### src/rtl/sio_cfg_pkg.sv
package sio_cfg_pkg;

    localparam int unsigned IO_AW   = 16;
    localparam int unsigned DATA_W  = 8;
    localparam int unsigned IDX_W   = 8;
    localparam int unsigned CFG_AW  = 8;

    localparam logic [IO_AW-1:0]  WIN_BASE     = 16'h03F0;
    localparam logic [CFG_AW-1:0] BRIDGE_CTL   = 8'h85;
    localparam int unsigned       WIN_EN_BIT   = 1;

    localparam logic [7:0] SER_A_IDX   = 8'hE7;
    localparam logic [7:0] SER_A_LEGAL = 8'hFE;
    localparam logic [7:0] SER_B_IDX   = 8'hE8;
    localparam logic [7:0] SER_B_LEGAL = 8'hBE;

    typedef struct packed {
        logic idx_wr;
        logic dat_wr;
        logic rd;
    } sio_acc_t;

    function automatic logic [7:0] reset_value(input logic [7:0] idx);
        case (idx)
            8'hE0:   return 8'h3C;
            8'hE2:   return 8'h03;
            8'hE3:   return 8'hFC;
            8'hE6:   return 8'hDE;
            8'hE7:   return SER_A_LEGAL;
            8'hE8:   return SER_B_LEGAL;
            default: return 8'h00;
        endcase
    endfunction

    function automatic logic write_allowed(input logic [7:0] idx,
                                           input logic [7:0] data);
        if (idx == SER_A_IDX) return data == SER_A_LEGAL;
        if (idx == SER_B_IDX) return data == SER_B_LEGAL;
        return 1'b1;
    endfunction

endpackage

### src/rtl/sio_decode.sv
module sio_decode
    import sio_cfg_pkg::*;
#(
    parameter int unsigned         AW   = IO_AW,
    parameter logic [AW-1:0]       BASE = WIN_BASE
) (
    input  logic          win_en,
    input  logic [AW-1:0] io_addr,
    input  logic          io_wr,
    input  logic          io_rd,
    output sio_acc_t      acc
);
    logic hit;

    always_comb begin
        hit        = win_en && (io_addr[AW-1:1] == BASE[AW-1:1]);
        acc.idx_wr = hit && io_wr && !io_addr[0];
        acc.dat_wr = hit && io_wr &&  io_addr[0];
        acc.rd     = hit && io_rd;
    end
endmodule

### src/rtl/sio_enable.sv
module sio_enable
    import sio_cfg_pkg::*;
#(
    parameter int unsigned       OW      = CFG_AW,
    parameter int unsigned       DW      = DATA_W,
    parameter logic [OW-1:0]     CTL_OFF = BRIDGE_CTL,
    parameter int unsigned       EN_BIT  = WIN_EN_BIT
) (
    input  logic          clk,
    input  logic          rst,
    input  logic          cfg_we,
    input  logic [OW-1:0] cfg_off,
    input  logic [DW-1:0] cfg_wdata,
    output logic          win_en
);
    logic unused_cfg;
    assign unused_cfg = ^cfg_wdata;

    always_ff @(posedge clk) begin
        if (rst)
            win_en <= 1'b0;
        else if (cfg_we && cfg_off == CTL_OFF)
            win_en <= cfg_wdata[EN_BIT];
    end

    AST_EN_HOLD: assert property (@(posedge clk) disable iff (rst)
        !(cfg_we && cfg_off == CTL_OFF) |=> $stable(win_en));
endmodule

### src/rtl/sio_index.sv
module sio_index
    import sio_cfg_pkg::*;
#(
    parameter int unsigned IW = IDX_W,
    parameter int unsigned DW = DATA_W
) (
    input  logic          clk,
    input  logic          rst,
    input  logic          load,
    input  logic [DW-1:0] wdata,
    output logic [IW-1:0] idx
);
    always_ff @(posedge clk) begin
        if (rst)
            idx <= '0;
        else if (load)
            idx <= wdata[IW-1:0];
    end

    AST_IDX_HOLD: assert property (@(posedge clk) disable iff (rst)
        !load |=> $stable(idx));
    AST_IDX_LOAD: assert property (@(posedge clk) disable iff (rst)
        load |=> idx == $past(wdata[IW-1:0]));
endmodule

### src/rtl/sio_bank.sv
module sio_bank
    import sio_cfg_pkg::*;
#(
    parameter int unsigned IW = IDX_W,
    parameter int unsigned DW = DATA_W
) (
    input  logic          clk,
    input  logic          rst,
    input  logic          we,
    input  logic [IW-1:0] idx,
    input  logic [DW-1:0] wdata,
    output logic [DW-1:0] rdata
);
    localparam int unsigned NREG = 1 << IW;

    logic [DW-1:0] regs [NREG];
    logic          accept;

    assign accept = we && write_allowed(8'(idx), 8'(wdata));

    for (genvar g = 0; g < NREG; g++) begin : g_reg
        always_ff @(posedge clk) begin
            if (rst)
                regs[g] <= DW'(reset_value(8'(g)));
            else if (accept && idx == IW'(g))
                regs[g] <= wdata;
        end
    end

    assign rdata = regs[idx];

    AST_SER_A_LOCKED: assert property (@(posedge clk) disable iff (rst)
        regs[SER_A_IDX] == SER_A_LEGAL);
    AST_SER_B_LOCKED: assert property (@(posedge clk) disable iff (rst)
        regs[SER_B_IDX] == SER_B_LEGAL);
    AST_QUIET_HOLD: assert property (@(posedge clk) disable iff (rst)
        !we |=> regs[$past(idx)] == $past(rdata));
endmodule

### src/rtl/sio_cfg_port.sv
module sio_cfg_port
    import sio_cfg_pkg::*;
#(
    parameter int unsigned        AW   = IO_AW,
    parameter int unsigned        DW   = DATA_W,
    parameter int unsigned        IW   = IDX_W,
    parameter int unsigned        OW   = CFG_AW,
    parameter logic [AW-1:0]      BASE = WIN_BASE
) (
    input  logic          clk,
    input  logic          rst,
    input  logic          cfg_we,
    input  logic [OW-1:0] cfg_off,
    input  logic [DW-1:0] cfg_wdata,
    input  logic [AW-1:0] io_addr,
    input  logic          io_wr,
    input  logic          io_rd,
    input  logic [DW-1:0] io_wdata,
    output logic [DW-1:0] io_rdata
);
    logic          win_en;
    sio_acc_t      acc;
    logic [IW-1:0] idx;
    logic [DW-1:0] bank_rdata;

    sio_enable #(.OW(OW), .DW(DW)) u_enable (
        .clk(clk), .rst(rst), .cfg_we(cfg_we), .cfg_off(cfg_off),
        .cfg_wdata(cfg_wdata), .win_en(win_en)
    );

    sio_decode #(.AW(AW), .BASE(BASE)) u_decode (
        .win_en(win_en), .io_addr(io_addr), .io_wr(io_wr),
        .io_rd(io_rd), .acc(acc)
    );

    sio_index #(.IW(IW), .DW(DW)) u_index (
        .clk(clk), .rst(rst), .load(acc.idx_wr), .wdata(io_wdata), .idx(idx)
    );

    sio_bank #(.IW(IW), .DW(DW)) u_bank (
        .clk(clk), .rst(rst), .we(acc.dat_wr), .idx(idx),
        .wdata(io_wdata), .rdata(bank_rdata)
    );

    assign io_rdata = acc.rd ? bank_rdata : '1;

    AST_OFF_READS_ONES: assert property (@(posedge clk) disable iff (rst)
        (io_rd && !win_en) |-> io_rdata == '1);
    AST_OFF_IDX_KEPT: assert property (@(posedge clk) disable iff (rst)
        !win_en |=> $stable(idx));
    AST_OUTSIDE_READ: assert property (@(posedge clk) disable iff (rst)
        (io_rd && io_addr[AW-1:1] != BASE[AW-1:1]) |-> io_rdata == '1);
endmodule

### config.mk
export PLATFORM = sky130hd
export DESIGN_NAME = sio_cfg_port
export DESIGN_NICKNAME = d
export VERILOG_FILES = /design/src/rtl/sio_cfg_pkg.sv /design/src/rtl/sio_decode.sv /design/src/rtl/sio_enable.sv /design/src/rtl/sio_index.sv /design/src/rtl/sio_bank.sv /design/src/rtl/sio_cfg_port.sv
export SDC_FILE = /design/constraint.sdc
export NUM_CORES = 2
export LEC_CHECK = 0
export BUFFER_PORTS_ARGS = -buffer_cell sky130_fd_sc_hd__buf_2
export CAP_MARGIN = 10
export CORE_ASPECT_RATIO = 0.9
export CORE_MARGIN = 3
export CORE_UTILIZATION = 60
export DETAILED_ROUTE_END_ITERATION = 8
export PLACE_DENSITY = 0.76
export SETUP_SLACK_MARGIN = 0.2
export SLEW_MARGIN = 25
export SYNTH_ARGS = -nofsm -noshare
export SYNTH_HDL_FRONTEND = slang
export SYNTH_SLANG_ARGS = --single-unit
export TNS_END_PERCENT = 10
### constraint.sdc
create_clock -name clk -period 4.3 [get_ports clk]
set_input_delay 0 -clock clk [delete_from_list [all_inputs] [get_ports clk]]
set_output_delay 0 -clock clk [all_outputs]
set_load 0.1 [all_outputs]
### Yosys cells after proc, flatten, opt, wreduce, memory -nomap -nowiden

Memories as Yosys holds them, arrays and structs flattened. A register that Yosys moved wholly into a read port is not among the register bits.
Cells that the tools add are included.

| operators by class | value |
|---|---|
| equal/unequal tests | 259 |
| bitwise gates (word level) | 256 |
| mux-type cells | 1036 |
| reductions and logical operators | 265 |

Operators by type and width:

| operator | count |
|---|---|
| $mux W8 | 259 |
| $eq A8 B8 Y1 const B | 131 |
| $mux W1 | 777 |
| $eq A8 B7 Y1 const B | 64 |
| $logic_and A1 B1 Y1 | 263 |
| $eq A8 B6 Y1 const B | 32 |
| $or A1 B1 Y1 | 256 |
| $eq A8 B5 Y1 const B | 16 |
| $eq A8 B4 Y1 const B | 8 |
| $eq A8 B3 Y1 const B | 4 |
| $eq A8 B2 Y1 const B | 2 |
| $eq A15 B9 Y1 const B | 1 |
| $eq A8 B1 Y1 const B | 1 |
| $logic_not A8 Y1 | 1 |
| $logic_not A1 Y1 | 1 |

| word-level totals | value |
|---|---|
| output and inout bits | 8 |
| bits in registers | 9 |
| bits of input ports | 45 |
| RAM bits | 2048 |
| memories kept | 1 |

Memory list:

| name | depth | width | read ports | clocked after memory_dff | wr ports | line | text |
|---|---|---|---|---|---|---|---|
| u_bank.regs | 256 | 8 | 1 | 1 | 256 | sio_bank.sv:16 | `logic [DW-1:0] regs [NREG];` |

### Logic depth before layout (Yosys ltp)

| depth | value |
|---|---|
| depth after elaboration | 11 |
| gate-level depth with buffers | 13 |
| depth with buffers taken out | 7 |

### Hierarchy

A second synthesis with hierarchy kept.

| unflattened totals | value |
|---|---|
| cells, all modules | 6193 |
| area, all modules | 90033.8 µm² |

By module, submodules not included:

| module | area an instance (µm²) | sequential area each (µm²) | times used | cells each |
|---|---|---|---|---|
| sio_bank | 89550.9 | 61499.0 | 1 | 6144 |
| sio_index | 285.3 | 160.2 | 1 | 26 |
| sio_decode | 75.1 | 0.0 | 1 | 8 |
| sio_enable | 72.6 | 20.0 | 1 | 7 |
| sio_cfg_port | 50.0 | 0.0 | 1 | 8 |

### Worst setup path after synthesis

No wires, ideal clock.

| timing | value |
|---|---|
| path type | register to output |
| from | register with a tool-made name |
| to | output io_rdata[6] |
| arrival | 2977 ps |
| data required time | 4300 ps |
| slack | 1323 ps |
| stages on the path, launching flop included | 11 |
| path buffers | 3 |
| cells stage by stage | dfxtp_1 buf_2 nand3b_2 or2_2 clkbuf_2 buf_4 nor2_1 or4_1 or4_1 nor4b_2 o22a_1 |

RTL lines:

| item | line | text |
|---|---|---|
| end, declared | sio_cfg_port.sv:19 | `output logic [DW-1:0] io_rdata` |

==> impl_metrics.yaml <==
status:
  status: "finished, final reports clean"
pwr:
  p_clk_share_pct: 41.2
  power_switching_uw: 8880
  switching_share_pct: 21.1
  intPower_uw: 33100
  power.density_mw_per_mm2: 407
  power.leakage_uw: 0.0314
  pwr-share-comb_pct: 3.2
  irDropWorstVdd_mv: 0.416
  power_frac_seq_pct: 55.6
clock_tree:
  cts_tree: "yes"
  cts.path.max_buffers: 3
  clk_latency_ps: 860
  clk_pin_slew_worst_paths_ps: 70
  cts.sinks: 2065
  numCtsBuffers: 199
  cts-root-buf: "clkbuf_16"
  cts-htree-levels: 4
timing:
  tns_ps: 0
  finalCriticalPeriod_ps: 4280
  setup_viol: 0
  fin_crit_sh_pct: 99.6
  final-max-slew-violation-count: 0
  setup_slack_ps: 17.1
  hold_viol: 0
  maxSlewHeadroom_pct: 23.8
  grt_setup_unrepaired: "yes"
  worst_slew_pin_slew_ps: 1130
  clock_skew_ps: 50.0
  fmax_ghz: 0.233
  whs_ps: 110
global_routing:
  grt_util_met2_pct: 52.3
  grt_overflow_total: 0
  track_usage_pct: 35.7
  grt_use_met1_pct: 47.4
  grt_pass1_vias: 60146
  antenna_found_initial: 5
  busiest_layer: "met2"
  grt_pass1_wl_um: 408000
  met3_usage_pct: 12.0
  grt_start_max_net_pins: 136
route:
  drtIter0Drc: 10913
  wl_per_cell_um: 31.8
  via_per_inst: 6.94
  drt_pass1_iterations: 8
  route.final.wire_length_um: 287000
  drc: 0
  postRouteAntennaNets: 0
  vias: 62641
place:
  hpwl_um: 178000
  dp_slack_ps: 130
  io_buffers: 45
  gp_congestion: 0.981
  dp_cells: 8619
floorplan:
  die_x_um: 420
  io_pins: 53
  rows: 135
  die_area_sq_mm: 0.159
  start_util_pct: 60.9
  die_y_um: 378
  coreArea_sq_mm: 0.152
finish:
  fin_cells: 9028
  fill_cells: 10139
  drive_gt1_share_pct: 16.0
  fin_util_pct: 68.1
  nets: 6924
  area_delta_synth_final_pct: 11.7
yosys:
  ys.flop_type: "edfxtp_1"
  synth_common_cells: "nor2_1 (2,086), edfxtp_1 (2,048), mux2i_1 (487)"
  syn_area_sq_mm: 0.0924
  synth-edff-count: 2048
  yosysTopAreaCellShare_pct: 66.6
  syn_area_per_cell_sq_um: 13.3
  ys.warnings.count: 0
  synth_largest_area_cell: "edfxtp_1"
  synth_most_common_cell: "nor2_1"
  synthCells: 6924
  ys_ff_latch: 2065
  synth_seq_area_share_pct: 66.9
  synth.distinct_cells: 66
  ys_async_sr_fraction_pct: 0
  synthTopCellsByArea: "edfxtp_1 (67%), nor2_1 (8.5%), mux4_2 (6.1%)"
critical_path:
  worstSetupStartpointType: "flop"
  setup.worst_path.class: "flop to output port"
  path_max_fanout: 44
  slowest_stage: "dfxtp_4"
  cp.arrival_ps: 4280
  path_cells: "inv_4 -> buf_16 -> nand3_2 -> o22ai_1 -> a211oi_2 -> buf_4 -> nand3_1 -> nor4b_4 -> o22a_2 -> buf_12"
  cpPeakStageDelay_ps: 600
  endpoint_kind: "output port"
  cp.required_ps: 4300
run:
  max_cap_violations: 0
hold_path:
  min_path_type: "input port to flop"
-- flip-flops by register name, summed over array words and instances, names as in the netlist, named ones only --
name             flops
u_bank.regs       2048
u_index.idx          8
u_enable.win_en      1
-- routing by layer --
metal  part of all wire (%)  wire (um)
met1                     33      95600
met2                     44     126000
met3                     16      45900
met4                    6.7      19400
met5                  0.012         34
-- final cells by class --
type | count | area (sq um) | area share [%]
Antenna cell | 5 | 12.5 | 0.0121
Clock buffer | 259 | 5370 | 5.20
Clock inverter | 100 | 961 | 0.931
Inverter | 2 | 11.3 | 0.0109
Multi-Input combinational cell | 4191 | 28300 | 27.4
Sequential cell | 2065 | 61900 | 59.9
Tap cell | 1986 | 2480 | 2.41
Timing Repair Buffer | 420 | 4260 | 4.13
-- cells in the final DEF (no fill, tap or decap), drive strengths merged, types with 23 or more instances in the layout --
cell type     n
buf         389
clkbuf      266
mux2i       487
a21oi        95
a21o        173
a211oi       38
edfxtp     2048
o21bai       83
nor2b        25
o221ai      202
nand3        28
mux4        251
clkinv       76
mux2         23
and2         26
nand2       191
nor3        113
o21ai        65
nor2       2087
nor4         31
o22ai        86
-- cells by family (layout without fill, tap and decap cells) --
family | Yosys count | in the layout | share of synthesized area [%]
AOI/OAI and AO/OA | 828 | 828 | 6.56
xor gates and xnor gates | 1 | 1 | 0.00948
buffers and inverters | 682 | 781 | 3.45
DFF | 2065 | 2065 | 66.9
muxes | 761 | 761 | 11.7
other | 2 | 21 | 0.00813
and+or+nand+nor | 2585 | 2585 | 11.3
-- through the flow --
step                      power [uW]  cell area, sq um
final                          42000            103000
after detailed placement       25000             95200
after global placement         24900             95200
after global routing           42900            103000
after CTS                      41900            103000
after floorplan                24400             92400
-- critical path, delay by kind of cell, from the launching register on --
family                 cells  cell delay, ps
buffers and inverters      4             960
AOI/OAI and AO/OA          3             910
and+or+nand+nor            3             900
DFF                        1             600
-- power groups by stage --
| stage | Combinational, uW | Clock, uW | Sequential, uW |
|---|---|---|---|
| finish | 1360 | 17300 | 23300 |
| global placement | 1260 | 0 | 23700 |
| detailed placement | 1290 | 0 | 23700 |
| CTS | 1320 | 17300 | 23300 |
| global route | 1400 | 18000 | 23400 |
| floorplan | 774 | 0 | 23600 |
-- worst paths after layout --
path / from / to / slack, ps / cells past startpoint
worst max-delay path: flop / io_rdata[2] / 20 / 10
worst min-delay path: io_wdata[0] / u_bank.regs[136][0]$_SDFFCE_PN0P_ / 110 / 3
worst max register to register: u_index.idx[2]$_SDFFE_PP0P_ / u_bank.regs[150][2]$_SDFFCE_PN0P_ / 290 / 10
worst min register to register: u_index.idx[1]$_SDFFE_PP0P_ / flop / 680 / 2
-- repair_timing --
action	4_1_cts	5_1_grt
setup buffers	5	7
setup endpoints to repair	8	13
gates cloned	11	7
hold buffers	14	0
hold endpoints to repair	33	0
pin swaps	12	20
gates resized for setup	115	57
(Power assumes the default switching activity.)
